===== src/rtl/ssp_pkg.sv =====
package ssp_pkg;
    typedef enum logic {
        CH_IDLE  = 1'b0,
        CH_SHIFT = 1'b1
    } ch_state_e;
endpackage


===== src/rtl/ssp_sync_edge.sv =====
module ssp_sync_edge #(
    parameter int W       = 1,
    parameter bit FALLING = 1'b0
) (
    input  logic         clk,
    input  logic         rst_n,
    input  logic         clk_pin_i,
    input  logic [W-1:0] dat_pin_i,
    output logic [W-1:0] dat_o,
    output logic         edge_o
);
    typedef struct packed {
        logic         c1;
        logic         c2;
        logic         c3;
        logic [W-1:0] d1;
        logic [W-1:0] d2;
    } sync_t;

    sync_t sync_d, sync_q;

    always_comb begin
        sync_d    = sync_q;
        sync_d.c1 = clk_pin_i;
        sync_d.c2 = sync_q.c1;
        sync_d.c3 = sync_q.c2;
        sync_d.d1 = dat_pin_i;
        sync_d.d2 = sync_q.d1;
    end

    always_ff @(posedge clk or negedge rst_n) begin
        if (!rst_n) sync_q <= '0;
        else        sync_q <= sync_d;
    end

    generate
        if (FALLING) begin : g_fall
            assign edge_o = sync_q.c3 & ~sync_q.c2;
        end else begin : g_rise
            assign edge_o = sync_q.c2 & ~sync_q.c3;
        end
    endgenerate

    assign dat_o = sync_q.d2;


    edge_single_chk: assert property (@(posedge clk) disable iff (!rst_n)
        edge_o |=> !edge_o);
endmodule


===== src/rtl/ssp_rx_chan.sv =====
module ssp_rx_chan
    import ssp_pkg::*;
#(
    parameter int DATA_W = 16
) (
    input  logic              clk,
    input  logic              rst_n,
    input  logic              fall_i,
    input  logic              sdata_i,
    input  logic              fsync_i,
    input  logic              rd_i,
    output logic [DATA_W-1:0] rd_data_o,
    output logic              ready_o,
    output logic              overrun_o
);
    localparam int CNT_W = $clog2(DATA_W);
    localparam logic [CNT_W-1:0] LAST = CNT_W'(DATA_W - 1);

    typedef struct packed {
        ch_state_e         st;
        logic [CNT_W-1:0]  cnt;
        logic [DATA_W-1:0] sh;
        logic [DATA_W-1:0] word;
        logic              ready;
        logic              ovr;
    } rx_t;

    rx_t  rx_d, rx_q;
    logic done_w;
    logic ready_left;
    logic [DATA_W-1:0] shifted;

    always_comb begin
        rx_d       = rx_q;
        done_w     = 1'b0;
        shifted    = {rx_q.sh[DATA_W-2:0], sdata_i};
        if (fall_i) begin
            if (rx_q.st == CH_SHIFT) begin
                rx_d.sh = shifted;
                if (rx_q.cnt == LAST) begin
                    rx_d.st  = CH_IDLE;
                    rx_d.cnt = '0;
                    done_w   = 1'b1;
                end else begin
                    rx_d.cnt = rx_q.cnt + 1'b1;
                end
            end else if (fsync_i) begin
                rx_d.st  = CH_SHIFT;
                rx_d.cnt = '0;
            end
        end
        ready_left = rx_q.ready & ~rd_i;
        if (rd_i) begin
            rx_d.ready = 1'b0;
            rx_d.ovr   = 1'b0;
        end
        if (done_w) begin
            if (ready_left) begin
                rx_d.ovr = 1'b1;
            end else begin
                rx_d.word  = shifted;
                rx_d.ready = 1'b1;
            end
        end
    end

    always_ff @(posedge clk or negedge rst_n) begin
        if (!rst_n) rx_q <= '0;
        else        rx_q <= rx_d;
    end

    assign rd_data_o = rx_q.word;
    assign ready_o   = rx_q.ready;
    assign overrun_o = rx_q.ovr;


    rd_clears_ready_chk: assert property (@(posedge clk) disable iff (!rst_n)
        (rd_i && !done_w) |=> (!ready_o && !overrun_o));

    overrun_keeps_word_chk: assert property (@(posedge clk) disable iff (!rst_n)
        (ready_o && !rd_i && done_w) |=> (overrun_o && ready_o && $stable(rd_data_o)));

    read_meets_done_chk: assert property (@(posedge clk) disable iff (!rst_n)
        (rd_i && done_w) |=> (ready_o && !overrun_o));

    rx_sync_ignored_chk: assert property (@(posedge clk) disable iff (!rst_n)
        (rx_q.st == CH_SHIFT && fall_i && rx_q.cnt != LAST) |=> (rx_q.st == CH_SHIFT));
endmodule


===== src/rtl/ssp_tx_chan.sv =====
module ssp_tx_chan
    import ssp_pkg::*;
#(
    parameter int DATA_W = 16
) (
    input  logic              clk,
    input  logic              rst_n,
    input  logic              rise_i,
    input  logic              fsync_i,
    input  logic              wr_i,
    input  logic [DATA_W-1:0] wr_data_i,
    output logic              sdata_o,
    output logic              ready_o,
    output logic              underrun_o
);
    localparam int CNT_W = $clog2(DATA_W);
    localparam logic [CNT_W-1:0] LAST = CNT_W'(DATA_W - 1);

    typedef struct packed {
        ch_state_e         st;
        logic [CNT_W-1:0]  cnt;
        logic [DATA_W-1:0] sh;
        logic [DATA_W-1:0] hold;
        logic              ready;
        logic              und;
        logic              sdo;
    } tx_t;

    tx_t  tx_d, tx_q;
    logic load_w;

    always_comb begin
        tx_d   = tx_q;
        load_w = 1'b0;
        if (rise_i) begin
            if (tx_q.st == CH_SHIFT) begin
                tx_d.sdo = tx_q.sh[DATA_W-1];
                tx_d.sh  = {tx_q.sh[DATA_W-2:0], 1'b0};
                if (tx_q.cnt == LAST) begin
                    tx_d.st  = CH_IDLE;
                    tx_d.cnt = '0;
                end else begin
                    tx_d.cnt = tx_q.cnt + 1'b1;
                end
            end else begin
                tx_d.sdo = 1'b0;
                if (fsync_i) begin
                    tx_d.st  = CH_SHIFT;
                    tx_d.cnt = '0;
                    load_w   = 1'b1;
                end
            end
        end
        if (load_w) begin
            tx_d.ready = 1'b1;
            if (wr_i) begin
                tx_d.sh   = wr_data_i;
                tx_d.hold = wr_data_i;
                tx_d.und  = 1'b0;
            end else begin
                tx_d.sh = tx_q.hold;
                if (tx_q.ready) tx_d.und = 1'b1;
            end
        end else if (wr_i) begin
            tx_d.hold  = wr_data_i;
            tx_d.ready = 1'b0;
            tx_d.und   = 1'b0;
        end
    end

    always_ff @(posedge clk or negedge rst_n) begin
        if (!rst_n) begin
            tx_q       <= '0;
            tx_q.ready <= 1'b1;
        end else begin
            tx_q <= tx_d;
        end
    end

    assign sdata_o    = tx_q.sdo;
    assign ready_o    = tx_q.ready;
    assign underrun_o = tx_q.und;


    write_takes_word_chk: assert property (@(posedge clk) disable iff (!rst_n)
        (wr_i && !load_w) |=> (!ready_o && !underrun_o));

    stale_frame_underrun_chk: assert property (@(posedge clk) disable iff (!rst_n)
        (load_w && !wr_i && ready_o) |=> (underrun_o && ready_o));

    write_meets_start_chk: assert property (@(posedge clk) disable iff (!rst_n)
        (load_w && wr_i) |=> (ready_o && !underrun_o));

    idle_line_low_chk: assert property (@(posedge clk) disable iff (!rst_n)
        (tx_q.st == CH_IDLE && rise_i) |=> !sdata_o);

    tx_sync_ignored_chk: assert property (@(posedge clk) disable iff (!rst_n)
        (tx_q.st == CH_SHIFT && rise_i && tx_q.cnt != LAST) |=> (tx_q.st == CH_SHIFT));
endmodule


===== src/rtl/ssp_port.sv =====
module ssp_port #(
    parameter int DATA_W = 16
) (
    input  logic              clk,
    input  logic              rst_n,
    input  logic              rx_sclk,
    input  logic              rx_fsync,
    input  logic              rx_sdata,
    input  logic              rd_strobe,
    output logic [DATA_W-1:0] rd_data,
    output logic              rx_ready,
    output logic              rx_overrun,
    input  logic              tx_sclk,
    input  logic              tx_fsync,
    input  logic              wr_strobe,
    input  logic [DATA_W-1:0] wr_data,
    output logic              tx_sdata,
    output logic              tx_ready,
    output logic              tx_underrun
);
    logic [1:0] rx_pins;
    logic       rx_fall;
    logic [0:0] tx_pins;
    logic       tx_rise;

    ssp_sync_edge #(.W(2), .FALLING(1'b1)) u_rx_sync (
        .clk       (clk),
        .rst_n     (rst_n),
        .clk_pin_i (rx_sclk),
        .dat_pin_i ({rx_sdata, rx_fsync}),
        .dat_o     (rx_pins),
        .edge_o    (rx_fall)
    );

    ssp_sync_edge #(.W(1), .FALLING(1'b0)) u_tx_sync (
        .clk       (clk),
        .rst_n     (rst_n),
        .clk_pin_i (tx_sclk),
        .dat_pin_i (tx_fsync),
        .dat_o     (tx_pins),
        .edge_o    (tx_rise)
    );

    ssp_rx_chan #(.DATA_W(DATA_W)) u_rx (
        .clk       (clk),
        .rst_n     (rst_n),
        .fall_i    (rx_fall),
        .sdata_i   (rx_pins[1]),
        .fsync_i   (rx_pins[0]),
        .rd_i      (rd_strobe),
        .rd_data_o (rd_data),
        .ready_o   (rx_ready),
        .overrun_o (rx_overrun)
    );

    ssp_tx_chan #(.DATA_W(DATA_W)) u_tx (
        .clk        (clk),
        .rst_n      (rst_n),
        .rise_i     (tx_rise),
        .fsync_i    (tx_pins[0]),
        .wr_i       (wr_strobe),
        .wr_data_i  (wr_data),
        .sdata_o    (tx_sdata),
        .ready_o    (tx_ready),
        .underrun_o (tx_underrun)
    );
endmodule


===== config.mk =====
export PLATFORM = sky130hd
export DESIGN_NAME = ssp_port
export DESIGN_NICKNAME = d
export VERILOG_FILES = /design/src/rtl/ssp_pkg.sv /design/src/rtl/ssp_sync_edge.sv /design/src/rtl/ssp_rx_chan.sv /design/src/rtl/ssp_tx_chan.sv /design/src/rtl/ssp_port.sv
export SDC_FILE = /design/constraint.sdc
export NUM_CORES = 1
export LEC_CHECK = 0
export BUFFER_PORTS_ARGS = -buffer_cell sky130_fd_sc_hd__buf_2
export CAP_MARGIN = 10
export CORE_ASPECT_RATIO = 0.9
export CORE_MARGIN = 2
export CORE_UTILIZATION = 52
export CTS_CLUSTER_SIZE = 8
export DETAILED_ROUTE_END_ITERATION = 16
export GPL_ROUTABILITY_DRIVEN = 1
export PLACE_DENSITY = 0.85
export SLEW_MARGIN = 40
export SYNTH_ARGS = -nofsm -noshare
export SYNTH_HDL_FRONTEND = slang
export SYNTH_SLANG_ARGS = --single-unit

===== constraint.sdc =====
create_clock -name clk -period 1.8 [get_ports clk]
set_clock_uncertainty 0.15 [all_clocks]
set_input_delay 0.09 -clock clk [delete_from_list [all_inputs] [get_ports clk]]
set_output_delay 0.09 -clock clk [all_outputs]
set_load 0.05 [all_outputs]

==> results of run 1 <==
-- registers in the layout, indices dropped and copies added, names as in the netlist, 2 cells and up --
register,count
u_tx.tx_q,37
u_rx.rx_q,20
u_rx.rd_data_o,16
u_rx_sync.sync_d,4
u_tx_sync.sync_d,3
u_rx_sync.dat_o,2
-- final cells by class --
class | instances | area [um^2]
fill | 557 | 2570
sequential | 90 | 2260
multi-input combinational | 188 | 1300
timing repair buffer | 78 | 558
clock buffer | 9 | 124
tap | 93 | 116
clock inverter | 7 | 58.8
inverter | 5 | 18.8
-- placed cells by master (no fill, tap or decap), types with 2 or more instances in the layout --
cell type / instances
inv_6: 4
a21o_1: 4
dfrtp_1: 86
nand2b_1: 13
a21boi_0: 4
o31ai_1: 11
nor2_1: 3
clkbuf_8: 9
o21ai_0: 8
or2_2: 2
inv_1: 5
nand2_1: 51
buf_12: 2
a211o_1: 5
a21oi_1: 25
dlygate4sd3_1: 23
nand3_1: 2
mux2_2: 32
a22o_1: 4
buf_2: 44
and3_1: 4
nand3b_1: 2
buf_4: 9
dfrtp_2: 3
-- worst register-to-register path, stage by stage, from the launching register on --
cell and delay [ns]:
dfrtp_2 0.42, ha_4 0.18, nand3_4 0.10, nor3b_4 0.25, buf_12 0.18, mux2_2 0.35
-- cell families after synthesis --
| kind of cell | Yosys count |
|---|---|
| AO/OA/AOI/OAI | 65 |
| adder cells (fa/ha/maj) | 2 |
| AND/OR/NAND/NOR | 88 |
| buffers and inverters | 38 |
| multiplexers | 33 |
| flip-flops | 90 |
-- what timing repair did --
item	4_1_cts	5_1_grt
gates resized for setup	0	2
endpoints found under the hold margin	118	0
hold buffers	23	0
setup endpoints to repair	0	16
-- metal layers --
metal	routed length [um]	track usage (%)	vias to the layer above
met3	278	5.92	9
met2	3210	30.6	52
met4	90	6.55	0
met1	2820	22.5	1246
li1	-	-	1191
met5	0	0	-
-- power groups by stage --
stage | Combinational [mW] | Sequential [mW] | Clock (mW)
4_1_cts | 1.31 | 2.80 | 1.31
3_3_place_gp | 1.20 | 2.81 | 0
3_5_place_dp | 1.26 | 2.84 | 0
6_report | 1.29 | 2.81 | 1.26
5_1_grt | 1.45 | 2.87 | 1.40
2_1_floorplan | 0.969 | 2.79 | 0
-- worst paths after layout --
kind                                               start                             end  slack (ns)  depth (start not counted)
setup / recovery               u_rx.rx_q[35]$_DFFE_PN0P_  u_rx.rd_data_o[11]$_DFFE_PN0P_        0.06                          5
hold / removal                                 wr_strobe     u_tx.underrun_o$_DFFE_PN0P_        0.01                          2
setup reg to reg               u_rx.rx_q[35]$_DFFE_PN0P_  u_rx.rd_data_o[11]$_DFFE_PN0P_        0.06                          5
hold reg to reg            u_rx_sync.sync_d[1]$_DFF_PN0_    u_rx_sync.dat_o[1]$_DFF_PN0_        0.21                          0
max in group asynchronous                          rst_n       u_tx.tx_q[21]$_DFFE_PN0P_        0.86                          3
min in group asynchronous                          rst_n    u_rx_sync.dat_o[0]$_DFF_PN0_        0.06                          2
-- through the flow --
| stage | cells | total power [mW] | hold WS [ns] | instance area, um^2 |
|---|---|---|---|---|
| after detailed placement | 431 | 4.10 | -0.0981 | 4020 |
| after global routing | 470 | 5.72 | 0.0404 | 4430 |
| after global placement | 431 | 4.01 | -0.0962 | 4020 |
| final | 470 | 5.36 | 0.0132 | 4430 |
| after floorplan | 316 | 3.76 | -0.356 | 3760 |
| after CTS | 470 | 5.42 | 0.0161 | 4430 |
==> impl_metrics.json, run 1 <==
{
  "seqPwrFrac_pct": 52.4,
  "critPathTopFamily": "flip-flops",
  "h-tree-depth": 3,
  "synth_common_cells": "dfrtp_1 (89), nand2_1 (51), mux2_2 (32)",
  "p_int_mw": 3.58,
  "slowest_stage": "dfrtp_2",
  "synth.top_cell.area_share_pct": 59.6,
  "synthCells": 316,
  "synth_ff_type": "dfrtp_1",
  "combPwrFrac_pct": 24.0,
  "drive_above_1_share_pct": 30.2,
  "boundaryPins": 46,
  "grt_pass1_vias": 2538,
  "worstMarginPinSlew_ns": 0.418,
  "synth_top_cell_by_area": "dfrtp_1",
  "slew_headroom_pct": 72.1,
  "slowest_delay_ns": 0.42,
  "antenna_found_initial": 0,
  "fin_crit_sh_pct": 96.6,
  "postCtsSetupBuffers": 0,
  "leakage_nw": 2.16,
  "worstPathArrival_ns": 1.83,
  "die-area_um2": 7890,
  "die_h_um": 84.4,
  "die_x_um": 93.4,
  "preCtsSetupSlack_ns": 0.0236,
  "coreArea_um2": 7000,
  "yosys.area_share.simple_pct": 12.2,
  "synthAdderAreaFrac_pct": 0.669,
  "status": "complete, no violations",
  "required_ns": 1.89,
  "numPortBuffers": 45,
  "start_kind": "flop",
  "finalMaxSlewViolations": 0,
  "clock_sinks": 90,
  "avgSynthCellArea_um2": 11.8,
  "cts.path.max_buffers": 2,
  "ys_seq_elements": 90,
  "n_antenna_cell": 0,
  "crit_chain": "ha_4 > nand3_4 > nor3b_4 > buf_12 > mux2_2",
  "p_per_area_nw_per_um2": 1210,
  "synth-xor-area-share_pct": 0,
  "yosysMostFrequentCell": "dfrtp_1",
  "netlist_area_um2": 3740,
  "cts_root_buf": "clkbuf_8",
  "ys_types": 38,
  "finalNetCount": 399,
  "p_clk_share_pct": 23.6,
  "finalHoldViolCount": 0,
  "grt_pass1_wl_um": 11200,
  "drt_iter0_markers": 135,
  "cap_violations": 0,
  "numCtsBuffers": 9,
  "synth-compound-area-share_pct": 11.2,
  "syn_nets": 343,
  "synth.area.top_cells": "dfrtp_1 (60%), mux2_2 (9.6%), nand2_1 (5.1%)",
  "start_util_pct": 53.4,
  "fin_crit_ns": 1.74,
  "utilization_pct": 63.3,
  "ys_warn_count": 0,
  "fmax_mhz": 575,
  "placementRows": 29,
  "rsz0062_at_grt": "false",
  "postLayoutSetupSlackWorst_ns": 0.0618,
  "grt_max_degree": 36,
  "endpoint_kind": "flop",
  "post-dp-hpwl_um": 4440,
  "fin_tns_setup_ns": 0,
  "synthArstFlopShare_pct": 100,
  "crit_type": "reg2reg",
  "ir_worst_vdd_mv": 0.773,
  "cp_num_buf_inv": 1,
  "syn_to_final_growth_pct": 18.5,
  "synth_top_family_by_area": "simple AND/OR/NAND/NOR gates",
  "path_clk_slew_ns": 0.09,
  "cts_tree": "done",
  "vias_per_cell": 5.31,
  "crit_fanout": 16,
  "switching_share_pct": 33.1,
  "power_switching_mw": 1.78,
  "wl_per_cell_um": 13.6,
  "grt.overflow.total": 0,
  "synth-edff-count": 0,
  "routed_wl_um": 6410,
  "drtPass1Iterations": 4,
  "drc": 0,
  "vias": 2498,
  "grt.total_usage_pct": 18.4,
  "place_congestion": 0.775,
  "clock_latency_ns": 0.36,
  "synth_seq_area_share_pct": 60.3,
  "hold_class": "in2reg",
  "synth_mux_area_share_pct": 9.91,
  "finalSetupViolCount": 0,
  "postRouteAntennaNets": 0
}
Note: power is estimated with default switching activity, not from simulation.
==> inputs of run 2 (changes only) <==
- SETUP_SLACK_MARGIN: not set -> 0.15
==> run 2 against run 1 <==
Effect of this change:
- core utilization is 0.36 points higher
- hold slack lost 0.0025 ns
- flip-flop and latch count unchanged
- combinational power is 4% higher
- die area stayed put
- worst setup slack better by 0.018 ns
- non-clock buffer count grew 2
- first-iteration DRC count unchanged
- critical path type unchanged
- critical endpoint unchanged
==> impl_metrics.json, run 2 (synthesized netlist as in run 1, its figures left out) <==
{
  "status": "complete, no violations",
  "switching_share_pct": 33.2,
  "cts.path.max_buffers": 2,
  "clock_latency_ns": 0.36,
  "start_kind": "flop",
  "place_congestion": 0.775,
  "nFillCells": 555,
  "cts_root_buf": "clkbuf_8",
  "crit_type": "reg2reg",
  "drt_iter0_markers": 135,
  "p_int_mw": 3.62,
  "vias": 2470,
  "grt.total_usage_pct": 18.4,
  "drc": 0,
  "worstPathArrival_ns": 1.81,
  "p_clk_share_pct": 23.4,
  "hold_depth": 2,
  "grt_max_degree": 36,
  "die-area_um2": 7890,
  "leakage_nw": 2.18,
  "fin_crit_ns": 1.72,
  "regToRegSetupSlack_ns": 0.08,
  "clock_sinks": 90,
  "boundaryPins": 46,
  "routed_wl_um": 6490,
  "min_from": "wr_strobe",
  "crit_fanout": 16,
  "rsz0062_at_grt": "true",
  "ff2ff_path_depth": 5,
  "numPortBuffers": 45,
  "placementRows": 29,
  "grt.overflow.total": 0,
  "wl_per_cell_um": 13.8,
  "hold_class": "in2reg",
  "post-dp-hpwl_um": 4440,
  "antenna_found_initial": 0,
  "postLayoutSetupSlackWorst_ns": 0.0795,
  "required_ns": 1.89,
  "cts_tree": "done",
  "largest-register": "u_tx.tx_q",
  "fin_tns_setup_ns": 0,
  "n_antenna_cell": 0,
  "grt_pass1_vias": 2529,
  "combPwrFrac_pct": 24.8,
  "p_per_area_nw_per_um2": 1220,
  "numCtsBuffers": 9,
  "slew_headroom_pct": 72.1,
  "fmax_mhz": 581,
  "postRouteAntennaNets": 0,
  "vias_per_cell": 5.23,
  "finalNetCount": 401,
  "drive_above_1_share_pct": 30.6,
  "endpoint_kind": "flop",
  "cap_violations": 0,
  "holdPathEnd": "u_tx.underrun_o$_DFFE_PN0P_",
  "start_util_pct": 53.4,
  "h-tree-depth": 3,
  "ir_worst_vdd_mv": 0.718,
  "preCtsSetupSlack_ns": 0.0236,
  "largest_reg_flops": 37,
  "finalSetupViolCount": 0,
  "grt_pass1_wl_um": 11300,
  "syn_to_final_growth_pct": 19.2,
  "power_switching_mw": 1.80,
  "die_x_um": 93.4,
  "layout_commonest_cell": "dfrtp_1",
  "coreArea_um2": 7000,
  "path_clk_slew_ns": 0.09,
  "worstMarginPinSlew_ns": 0.419,
  "regToRegEndpoint": "u_rx.rd_data_o[11]$_DFFE_PN0P_",
  "drtPass1Iterations": 4,
  "finalHoldViolCount": 0,
  "r2r_start": "u_rx.rx_q[34]$_DFFE_PN0P_",
  "finalMaxSlewViolations": 0,
  "fin_crit_sh_pct": 95.6,
  "final_cell_mix": "dfrtp_1 (86), nand2_1 (51), buf_2 (44), mux2_2 (32), a21oi_1 (25)",
  "die_h_um": 84.4,
  "seqPwrFrac_pct": 51.8
}
[run 2: layout make-up]
type	count	area, um^2	share of cell area, %
clock inverter	7	58.8	1.32
multi-input combinational	188	1300	29.2
sequential	90	2260	50.7
timing repair buffer	80	581	13.0
inverter	5	18.8	0.421
clock buffer	9	124	2.78
tap	93	116	2.61
[run 2: worst max-delay path, stage by stage, from the launching register on]
cell and delay, ns:
dfrtp_1 0.40, ha_4 0.18, nand3_4 0.10, nor3b_4 0.25
buf_12 0.18, mux2_2 0.34
[run 2: timing repair]
action | 4_1_cts | 5_1_grt
resized for setup | 1 | 4
hold buffers | 23 | 0
setup endpoints to repair | 16 | 19
buffers inserted | 2 | 0
hold endpoints to repair | 118 | 0
[run 2: power by group through the flow]
stage | Sequential [mW] | Combinational, mW | Clock [mW]
after global routing | 2.86 | 1.51 | 1.41
after CTS | 2.79 | 1.35 | 1.31
after floorplan | 2.79 | 0.969 | 0
after detailed placement | 2.84 | 1.26 | 0
final | 2.80 | 1.34 | 1.27
after global placement | 2.81 | 1.20 | 0
[run 2: stage by stage]
stage | hold slack, ns | instance area (um^2) | instances | total power [mW] | util [%]
floorplan | -0.356 | 3760 | 316 | 3.76 | -
global placement | -0.0962 | 4020 | 431 | 4.01 | 57.3
detailed placement | -0.0981 | 4020 | 431 | 4.10 | 57.3
CTS | 0.0161 | 4440 | 472 | 5.46 | 63.5
global route | 0.0373 | 4460 | 472 | 5.77 | 63.6
finish | 0.0107 | 4460 | 472 | 5.42 | 63.6
[run 2: layer usage]
layer  share of wire, %  GRT usage [%]  wire length (um)
met5                  0              0                 0
met4                1.4           6.55                90
met3                4.4           5.92               286
met2                 50           30.8              3240
met1                 44           22.5              2880
[run 2: how the worst max path moves through the flow]
stage	to	start	slack, ns	cells after the start
2_1_floorplan	u_rx.rd_data_o[10]$_DFFE_PN0P_	u_rx.rx_q[35]$_DFFE_PN0P_	0.02	5
3_3_place_gp	u_rx.rd_data_o[0]$_DFFE_PN0P_	u_rx.rx_q[35]$_DFFE_PN0P_	0.11	5
3_5_place_dp	u_rx.rd_data_o[11]$_DFFE_PN0P_	u_rx.rx_q[35]$_DFFE_PN0P_	0.02	5
4_1_cts	u_rx.rd_data_o[11]$_DFFE_PN0P_	u_rx.rx_q[34]$_DFFE_PN0P_	0.08	5
5_1_grt	u_rx.rd_data_o[11]$_DFFE_PN0P_	u_rx.rx_q[34]$_DFFE_PN0P_	0.04	5
6_report	u_rx.rd_data_o[11]$_DFFE_PN0P_	u_rx.rx_q[34]$_DFFE_PN0P_	0.08	5
==> inputs of run 3 (changes only) <==
- HOLD_SLACK_MARGIN: not set -> 0.06
==> run 3 against run 2 <==
Effect of this change:
- flip-flop and latch count unchanged
- non-clock buffer count increased by 4
- critical path type unchanged
- core utilization increased by 0.61 points
==> impl_metrics.json, run 3 (synthesized netlist as in run 1, its figures left out) <==
{
  "status": "complete, no violations",
  "n_antenna_cell": 0,
  "worst-path-stages": 5,
  "fin_tns_setup_ns": 0,
  "fin_crit_ns": 1.72,
  "finalNetCount": 405,
  "regToRegEndpoint": "u_rx.rd_data_o[11]$_DFFE_PN0P_",
  "preCtsSetupSlack_ns": 0.0236,
  "boundaryPins": 46,
  "grtUsageMet2_pct": 31.1,
  "worstMarginPinSlew_ns": 0.591,
  "critPathTopFamily": "flip-flops",
  "post-dp-hpwl_um": 4440,
  "clock_latency_ns": 0.37,
  "wl_per_cell_um": 14.2,
  "numCtsBuffers": 9,
  "r2r_start": "u_rx.rx_q[34]$_DFFE_PN0P_",
  "clock_sinks": 90,
  "nFillCells": 547,
  "slew_headroom_pct": 60.5,
  "antenna_found_initial": 0,
  "ff2ff_path_depth": 5,
  "regToRegSetupSlack_ns": 0.08,
  "rsz0062_at_grt": "true",
  "h-tree-depth": 3,
  "grt_pass1_vias": 2538,
  "grt_max_degree": 36,
  "p_per_area_nw_per_um2": 1210,
  "drive_above_1_share_pct": 30.3,
  "die_h_um": 84.4,
  "cap_violations": 0,
  "required_ns": 1.90,
  "largest-register": "u_tx.tx_q",
  "vias_per_cell": 5.28,
  "cp_num_buf_inv": 1,
  "start_kind": "flop",
  "path_clk_slew_ns": 0.09,
  "finalHoldViolCount": 0,
  "crit_fanout": 16,
  "cts_tree": "done",
  "drtPass1Iterations": 4,
  "crit_start": "u_rx.rx_q[34]$_DFFE_PN0P_",
  "leakage_nw": 2.19,
  "hold_class": "in2async",
  "drc": 0,
  "grt_pass1_wl_um": 11400,
  "fmax_mhz": 581,
  "grt.overflow.total": 0,
  "use_met3_pct": 5.92,
  "slowest_stage": "dfrtp_1",
  "finalSetupViolCount": 0,
  "vias": 2511,
  "place_congestion": 0.775,
  "layout_commonest_cell": "dfrtp_1",
  "worstPathArrival_ns": 1.82,
  "largest_reg_flops": 37,
  "ff_latch_area_um2": 2260,
  "die_x_um": 93.4,
  "postRouteAntennaNets": 0,
  "placementRows": 29,
  "die-area_um2": 7890,
  "finalMaxSlewViolations": 0,
  "cts_root_buf": "clkbuf_8",
  "cts.path.max_buffers": 2,
  "endpoint_kind": "flop",
  "syn_to_final_growth_pct": 20.3,
  "multi_input_area_um2": 1300,
  "slowest_delay_ns": 0.40,
  "use_met1_pct": 22.8,
  "crit_chain": "ha_4 > nand3_4 > nor3b_4 > buf_12 > mux2_2",
  "final_cell_mix": "dfrtp_1 (86), nand2_1 (51), buf_2 (43), mux2_2 (32), dlygate4sd3_1 (27)",
  "routed_wl_um": 6750,
  "crit_type": "reg2reg",
  "top_usage_layer": "met2",
  "drt_iter0_markers": 177,
  "start_util_pct": 53.4,
  "numPortBuffers": 45,
  "fin_crit_sh_pct": 95.5,
  "coreArea_um2": 7000,
  "cp-endpoint": "u_rx.rd_data_o[11]$_DFFE_PN0P_",
  "grt.total_usage_pct": 18.6,
  "ir_worst_vdd_mv": 0.718,
  "postLayoutSetupSlackWorst_ns": 0.0802
}
==> run 3: cell types whose count changed in the layout (fill, tap and decap cells not counted), sizes merged <==
cell	delta
dlygate4sd3	+4
buf	-1
clkbuf	+1
==> run 3: area by class of cell <==
class / instances / area share, %
Sequential cell: 90 / 50.2
Multi-Input combinational cell: 188 / 28.9
Tap cell: 93 / 2.59
Inverter: 5 / 0.417
Clock inverter: 7 / 1.31
Clock buffer: 9 / 2.75
Timing Repair Buffer: 84 / 13.9
==> run 3: report_power, final <==
| group | leakage, nW | switching [mW] | internal [mW] |
|---|---|---|---|
| Clock | 0.0929 | 0.746 | 0.528 |
| Sequential | 1.10 | 0.335 | 2.47 |
| Combinational | 0.998 | 0.725 | 0.631 |
| Total | 2.19 | 1.81 | 3.63 |
==> run 3: timing repair <==
action	in CTS	in global routing
hold buffers	25	2
buffers inserted	2	0
endpoints found under the hold margin	130	12
resized for setup	1	5
setup endpoints to repair	16	28
==> run 3: worst min-delay path by stage <==
stage	end	slack, ns	from	depth (start not counted)
3_5_place_dp	u_rx.rx_q[38]$_DFFE_PN0P_	-0.1	rst_n	1
3_3_place_gp	u_rx.rx_q[38]$_DFFE_PN0P_	-0.1	rst_n	1
4_1_cts	u_tx.tx_q[11]$_DFFE_PN0P_	0.04	rst_n	2
6_report	u_tx.ready_o$_DFFE_PN1P_	0.14	rst_n	2
2_1_floorplan	u_rx.overrun_o$_DFF_PN0_	-0.36	rst_n	0
5_1_grt	u_tx.ready_o$_DFFE_PN1P_	0.13	rst_n	2
==> run 3: through the flow <==
step	cells	power [mW]	hold WS [ns]	area [um^2]	util [%]
3_5_place_dp	431	4.10	-0.0981	4020	57.3
6_report	476	5.43	0.142	4500	64.2
2_1_floorplan	316	3.76	-0.356	3760	-
3_3_place_gp	431	4.01	-0.0962	4020	57.3
4_1_cts	474	5.46	0.0383	4460	63.7
5_1_grt	476	5.78	0.132	4500	64.2
==> run 3: per-layer routing <==
| layer | vias up | part of all wire, % |
|---|---|---|
| met3 | 9 | 4.0 |
| li1 | 1204 | - |
| met4 | 0 | 1.3 |
| met5 | - | 0 |
| met1 | 1250 | 45 |
| met2 | 48 | 50 |
